## src/rtl/carrier_pkg.sv

```systemverilog
package carrier_pkg;
  localparam int BASE_CLKS = 32;
  localparam int SEL_W     = 2;
  localparam int NUM_SEL   = 1 << SEL_W;
  localparam int CNT_W     = $clog2(BASE_CLKS * NUM_SEL);
  localparam int PER_W     = CNT_W + 1;
  localparam int PH_W      = 6;
  localparam int PH_STEPS  = 1 << PH_W;
  localparam int FRAC_W    = 11;
  localparam int MUL_W     = FRAC_W + PH_W - $clog2(BASE_CLKS) + 1;

  function automatic logic [PER_W-1:0] period_of(input logic [SEL_W-1:0] s);
    return PER_W'(BASE_CLKS * (int'(s) + 1));
  endfunction

  // scale factor so that (count * factor) >> FRAC_W = floor(count * 64 / period)
  function automatic logic [MUL_W-1:0] scale_of(input logic [SEL_W-1:0] s);
    int p;
    p = BASE_CLKS * (int'(s) + 1);
    return MUL_W'(((PH_STEPS << FRAC_W) + p - 1) / p);
  endfunction
endpackage

```

## src/rtl/carrier_timebase.sv

```systemverilog
module carrier_timebase
  import carrier_pkg::*;
(
  input  logic             clk,
  input  logic             rst,
  input  logic [SEL_W-1:0] freq_sel,
  output logic [CNT_W-1:0] cnt,
  output logic [MUL_W-1:0] scale,
  output logic             wrap,
  output logic             first_half
);
  logic [SEL_W-1:0] sel_q;
  logic [PER_W-1:0] per;

  assign per        = period_of(sel_q);
  assign scale      = scale_of(sel_q);
  assign wrap       = (PER_W'(cnt) == per - PER_W'(1));
  assign first_half = (PER_W'(cnt) < (per >> 1));

  always_ff @(posedge clk) begin
    if (rst) begin
      cnt   <= '0;
      sel_q <= freq_sel;
    end else if (wrap) begin
      cnt   <= '0;
      sel_q <= freq_sel;
    end else begin
      cnt   <= cnt + CNT_W'(1);
    end
  end

  assert_cnt_range_R1: assert property (@(posedge clk) disable iff (rst)
    PER_W'(cnt) < period_of(sel_q));
  assert_wrap_restart_R9: assert property (@(posedge clk) disable iff (rst)
    wrap |=> (cnt == '0));
endmodule

```

## src/rtl/bridge_driver.sv

```systemverilog
module bridge_driver (
  input  logic clk,
  input  logic rst,
  input  logic first_half,
  input  logic tx_dis,
  input  logic mod_off,
  output logic tx_a,
  output logic tx_b
);
  logic enable;
  assign enable = !tx_dis && !mod_off;

  always_ff @(posedge clk) begin
    if (rst) begin
      tx_a <= 1'b0;
      tx_b <= 1'b0;
    end else begin
      tx_a <= enable &&  first_half;
      tx_b <= enable && !first_half;
    end
  end

  assert_legs_exclusive_R2: assert property (@(posedge clk) disable iff (rst)
    !(tx_a && tx_b));
  assert_dis_low_R3: assert property (@(posedge clk) disable iff (rst)
    tx_dis |=> (!tx_a && !tx_b));
  assert_modoff_low_R4: assert property (@(posedge clk) disable iff (rst)
    mod_off |=> (!tx_a && !tx_b));
endmodule

```

## src/rtl/phase_meter.sv

```systemverilog
module phase_meter
  import carrier_pkg::*;
(
  input  logic             clk,
  input  logic             rst,
  input  logic             tap_in,
  input  logic [CNT_W-1:0] cnt,
  input  logic [MUL_W-1:0] scale,
  input  logic             wrap,
  output logic [PH_W-1:0]  phase_code,
  output logic             no_edge,
  output logic             period_stb
);
  localparam int PROD_W = CNT_W + MUL_W;

  logic                tap_q;
  logic                seen;
  logic [PH_W-1:0]     held;
  logic [PROD_W-1:0]   prod;
  logic [PH_W-1:0]     ph_now;
  logic                rise;
  logic                seen_n;
  logic [PH_W-1:0]     held_n;

  assign prod   = PROD_W'(cnt) * PROD_W'(scale);
  assign ph_now = prod[FRAC_W +: PH_W];
  assign rise   = tap_in && !tap_q;
  assign seen_n = seen || rise;
  assign held_n = (rise && !seen) ? ph_now : held;

  always_ff @(posedge clk) begin
    if (rst) begin
      tap_q      <= 1'b1;
      seen       <= 1'b0;
      held       <= '0;
      phase_code <= '0;
      no_edge    <= 1'b0;
      period_stb <= 1'b0;
    end else begin
      tap_q      <= tap_in;
      period_stb <= wrap;
      if (wrap) begin
        seen <= 1'b0;
        held <= '0;
        if (seen_n) begin
          phase_code <= held_n;
          no_edge    <= 1'b0;
        end else begin
          no_edge    <= 1'b1;
        end
      end else begin
        seen <= seen_n;
        held <= held_n;
      end
    end
  end

  assert_update_at_boundary_R6: assert property (@(posedge clk) disable iff (rst)
    !period_stb |-> ($stable(phase_code) && $stable(no_edge)));
  assert_silent_hold_R7: assert property (@(posedge clk) disable iff (rst)
    (period_stb && no_edge) |-> $stable(phase_code));
endmodule

```

## src/rtl/carrier_phase_unit.sv

```systemverilog
module carrier_phase_unit
  import carrier_pkg::*;
(
  input  logic             clk,
  input  logic             rst,
  input  logic [SEL_W-1:0] freq_sel,
  input  logic             tx_dis,
  input  logic             mod_off,
  input  logic             tap_in,
  output logic             tx_a,
  output logic             tx_b,
  output logic [PH_W-1:0]  phase_code,
  output logic             no_edge,
  output logic             period_stb
);
  logic [CNT_W-1:0] cnt;
  logic [MUL_W-1:0] scale;
  logic             wrap;
  logic             first_half;

  carrier_timebase u_timebase (
    .clk(clk), .rst(rst), .freq_sel(freq_sel),
    .cnt(cnt), .scale(scale), .wrap(wrap), .first_half(first_half)
  );

  bridge_driver u_driver (
    .clk(clk), .rst(rst), .first_half(first_half),
    .tx_dis(tx_dis), .mod_off(mod_off), .tx_a(tx_a), .tx_b(tx_b)
  );

  phase_meter u_meter (
    .clk(clk), .rst(rst), .tap_in(tap_in), .cnt(cnt), .scale(scale),
    .wrap(wrap), .phase_code(phase_code), .no_edge(no_edge),
    .period_stb(period_stb)
  );

  assert_strobe_at_start_R6: assert property (@(posedge clk) disable iff (rst)
    period_stb |-> (cnt == '0));
endmodule

```

## config.mk

```make
export PLATFORM = sky130hd
export DESIGN_NAME = carrier_phase_unit
export DESIGN_NICKNAME = d
export VERILOG_FILES = /design/src/rtl/carrier_pkg.sv /design/src/rtl/carrier_timebase.sv /design/src/rtl/bridge_driver.sv /design/src/rtl/phase_meter.sv /design/src/rtl/carrier_phase_unit.sv
export SDC_FILE = /design/constraint.sdc
export NUM_CORES = 1
export LEC_CHECK = 0
export CAP_MARGIN = 20
export CORE_MARGIN = 2
export CORE_UTILIZATION = 55
export CTS_BUF_LIST = sky130_fd_sc_hd__clkbuf_8
export CTS_CLUSTER_DIAMETER = 50
export DETAILED_ROUTE_END_ITERATION = 10
export GPL_ROUTABILITY_DRIVEN = 0
export PLACE_DENSITY = 0.8
export SLEW_MARGIN = 20
export SYNTH_ARGS = -nofsm -noshare
export SYNTH_HDL_FRONTEND = slang
export SYNTH_SLANG_ARGS = --single-unit
```

## constraint.sdc

```tcl
create_clock -name clk -period 22 [get_ports clk]
set_clock_uncertainty 0.2 [all_clocks]
set_input_delay 2.2 -clock clk [delete_from_list [all_inputs] [get_ports clk]]
set_output_delay 2.2 -clock clk [all_outputs]
set_load 0.02 [all_outputs]
```

==> results by stage <==
GRT:
- The wire length of the first global-routing pass is 53,100 microns.
- The total congestion overflow is 0.
- In the global route stage, overall resource usage came out at 0.309.
- The via count of the first global-routing pass is 10,878.
- The number of antenna violations at the first check in global routing is 0.
- The maximum number of pins on one net before global-route repair is 41.

Pwr:
- The leakage power is 4.42 nW.
- The worst-case vdd ir drop is 0.0490 mV.
- The power per cell area is 44.1 nW/um^2.

Worst setup path:
- The critical path is of the register to register type.
- STA classifies the critical path startpoint as a register.
- The kind of end point of the critical path is a register.
- At the worst endpoint, the required time is 21,990 ps.
- The critical path starts at u_timebase.sel_q[0].
- Data arrives at the worst endpoint at 20,230 ps.
- The worst reg-to-reg setup slack is 1760 ps.
- The count of cells along the worst register-to-register path is 65.
- The origin of the critical flop-to-flop path is u_timebase.sel_q[0].
- The highest fanout seen on the critical path is 33.
- The endpoint identified for the worst register-to-register timing path is u_meter.phase_code[5].
- In this design, the stage delay of the slowest critical-path cell is 870 ps.
- On the critical path, the stage with the largest delay is an instance of sky130_fd_sc_hd__mux2i_1.

Clock tree:
- The maximum buffer depth of the clock tree is 2.
- The clock insertion delay at the later pin of the skew report is 270 ps.
- In this run the clock root is driven by a sky130_fd_sc_hd__clkbuf_8.
- Clock-pin slew was measured on the worst setup and hold paths at 100 ps.
- The number of clock sinks is 27.
- The post-cts sizing count is 0.
- Once the clock tree was built, the setup fixing pass inserted 0 buffers.
- The CTS tree is built.
- The number of clock buffers added by TritonCTS is 3.
- The H-tree level count is 1.
- The number of hold buffers added after cts is 0.

STA:
- The hold violation count in the final report is 0.
- Setup repair after global routing left no endpoint under its margin.
- The setup-violating endpoint count in the final report is 0.
- Of the available clock period, the critical path in the final layout requires 0.920.
- The timing-limited maximum frequency is 49.4 MHz.
- The max-slew violation count came to 0.
- Measured against its own limit, the worst slew margin works out to 0.260.
- For the pin with the worst max-slew slack, the measured transition is 1110 ps.
- The final critical path time including I/O delays and setup is 20,240 ps.
- The sum of negative setup slack is 0 ps.

Yosys:
- The proportion of register bits with asynchronous set or reset after synthesis is 0.
- Yosys mapped a number of flops with a built-in enable equal to 2.
- The most common flop cell mapped by yosys is sky130_fd_sc_hd__dfxtp_1.
- The number of warning messages in the yosys log is 0.
- Of the post-synthesis cell area, the dominant cell type holds 0.0977.
- The number of flip-flops and latches in the synthesized netlist is 27.
- sky130_fd_sc_hd__fa_1 takes more of the synthesized area than any other cell.
- Ranked by instance count, the synthesized netlist is headed by 153 x sky130_fd_sc_hd__nand2_1, 134 x sky130_fd_sc_hd__nor2_1, 95 x sky130_fd_sc_hd__inv_1.
- The post-synthesis instance area is 10,500 sq um.
- Sorting the synthesized cells by area gives the leading types as sky130_fd_sc_hd__fa_1 9.8%, sky130_fd_sc_hd__ha_1 7.4%, sky130_fd_sc_hd__nand2_1 5.5%.
- A synthesized cell averages 7.14 sq um.
- The synthesized instance count is 1,465.
- Among all cell types in the netlist, the one instantiated most often is sky130_fd_sc_hd__nand2_1.
- The post-synthesis cell type count is 127.
- Of the synthesized area, sequential elements account for 0.0536.

Place:
- The number of input and output port buffers inserted is 16.
- After detailed placement, the total cell area comes to 10,800 sq um.
- The number of placed instances, taps included, is 1,670.
- The post-DP HPWL is 24,400 microns.

Detailed routing:
- The via-per-instance ratio is 6.92.
- Wires add up to 31,400 microns.
- The via count of the routed design is 11,584.
- For this run, the detailed router's first-pass iteration total came to 6.
- For this run, design rule violations remaining after detail routing come to 0.
- The average wire per standard cell is 18.8 microns.
- The first-iteration detailed-routing DRC count is 1,137.
- The detail route stage leaves a number of antenna-violating nets equal to 0.

Hold path:
- In this run the most critical hold path is launched from u_meter.held[3].
- Counting instances, the worst hold path has a depth of 2.
- The endpoint of the worst hold-timing path is u_meter.held[3].
- The type of the worst min-delay path is register to register.

Layout:
- The cell area after layout is 10,800 sq um.
- The number of antenna diodes in the final layout is 0.
- The proportion of layout cells with a drive suffix above 1 is 0.0833.
- The layout net count is 1,561.
- The non-filler instance count after layout is 1,674.
- The area growth from synthesis to layout is 3.41%.

Flow run:
- Max-cap violations in this run came to 0.

Floorplan:
- The number of placed I/O pins is 17.
- From left edge to right edge, the die measures 142 microns.
- The die covers 20,100 sq um.
- The floorplan has 50 rows.
- The vertical extent of the die is 142 microns.
- The area of the core region is 18,700 sq um.
- The initial core utilization is 0.559.

Status:
- The run finished with clean final reports.
## per-layer routing
metal	vias up	share of wire	track usage
li1	5386	-	-
met1	5421	0.43	0.437
met2	672	0.45	0.508
met3	105	0.083	0.0209
met4	0	0.028	0.0905
met5	-	0	0
## state kept, by name, summed over array words and instances, names as in the netlist
name	cells
u_meter.no_edge	1
u_driver.tx_a	1
u_meter.held	6
u_driver.tx_b	1
u_timebase.cnt	7
u_meter.period_stb	1
u_meter.tap_q	1
u_meter.seen	1
u_timebase.sel_q	2
u_meter.phase_code	6
## kinds of logic after synthesis
family / count (synthesis) / synth area share
AO/OA/AOI/OAI: 495 / 0.344
XOR/XNOR: 54 / 0.0470
adder cells (fa/ha/maj): 114 / 0.173
buffers and inverters: 169 / 0.0634
flip-flops: 27 / 0.0536
multiplexers: 32 / 0.0320
other: 2 / 0.000718
AND/OR/NAND/NOR: 572 / 0.287
## report_power, final
part,leakage (nW),switching [W],internal [W]
clock,0.0217,0.0000149,0.0000128
combinational,4.17,0.000257,0.000140
sequential,0.222,0.00000193,0.0000506
total,4.42,0.000274,0.000204
## placed cells by master, fill, tap and decap left out, types with 15 or more instances in the layout
cell and instances:
sky130_fd_sc_hd__inv_1 95, sky130_fd_sc_hd__xnor2_1 32, sky130_fd_sc_hd__nand3_1 43, sky130_fd_sc_hd__nand4_1 15, sky130_fd_sc_hd__nand2b_1 17, sky130_fd_sc_hd__clkdlybuf4s50_1 16, sky130_fd_sc_hd__a211oi_1 18, sky130_fd_sc_hd__nand2_1 153
sky130_fd_sc_hd__ha_1 62, sky130_fd_sc_hd__o31ai_1 15, sky130_fd_sc_hd__o21a_1 16, sky130_fd_sc_hd__o21ai_1 18, sky130_fd_sc_hd__dfxtp_1 25, sky130_fd_sc_hd__nor2_1 134, sky130_fd_sc_hd__o21ai_0 85, sky130_fd_sc_hd__fa_1 51
sky130_fd_sc_hd__a21o_1 18, sky130_fd_sc_hd__nor3_1 38, sky130_fd_sc_hd__and2_1 35, sky130_fd_sc_hd__o211ai_1 24, sky130_fd_sc_hd__a31oi_1 42, sky130_fd_sc_hd__mux2i_1 23, sky130_fd_sc_hd__a21oi_1 90, sky130_fd_sc_hd__xor2_1 21
sky130_fd_sc_hd__or3_1 18
## final cells by class
cell class,instances,area (sq um)
Clock inverter,1,7.51
Timing Repair Buffer,28,250
Tap cell,234,293
Clock buffer,3,41.3
Inverter,101,379
Sequential cell,27,561
Fill cell,1758,7900
Multi-Input combinational cell,1280,9280
## how the worst max path moves through the flow
stage | to | slack, ps | cells after the start
floorplan | u_meter.phase_code[5] | 4560 | 70
detailed placement | u_meter.phase_code[5] | 1790 | 64
global placement | u_meter.phase_code[5] | 2440 | 64
finish | u_meter.phase_code[5] | 1760 | 65
global route | u_meter.phase_code[5] | 40 | 65
CTS | u_meter.phase_code[5] | 1750 | 64
## critical path: cells and delay by family (launching register included)
family / cells / cell delay, ps
xor gates and xnor gates: 3 / 870
and+or+nand+nor: 16 / 4560
adders and majority gates: 10 / 4040
AOI/OAI and AO/OA: 26 / 7400
buffers and inverters: 7 / 1210
muxes: 3 / 1480
DFF: 1 / 320
## stage by stage
| stage | total power, W | worst slack (ps) | util | hold slack [ps] |
|---|---|---|---|---|
| final | 0.000477 | 1760 | 0.578 | 305 |
| after global routing | 0.000513 | 44.6 | 0.578 | 340 |
| after CTS | 0.000464 | 1750 | 0.578 | 309 |
| after detailed placement | 0.000434 | 1790 | 0.575 | 288 |
| after global placement | 0.000429 | 2440 | 0.575 | 275 |
| after floorplan | 0.000356 | 4560 | - | 255 |
(Power assumes the default switching activity.)
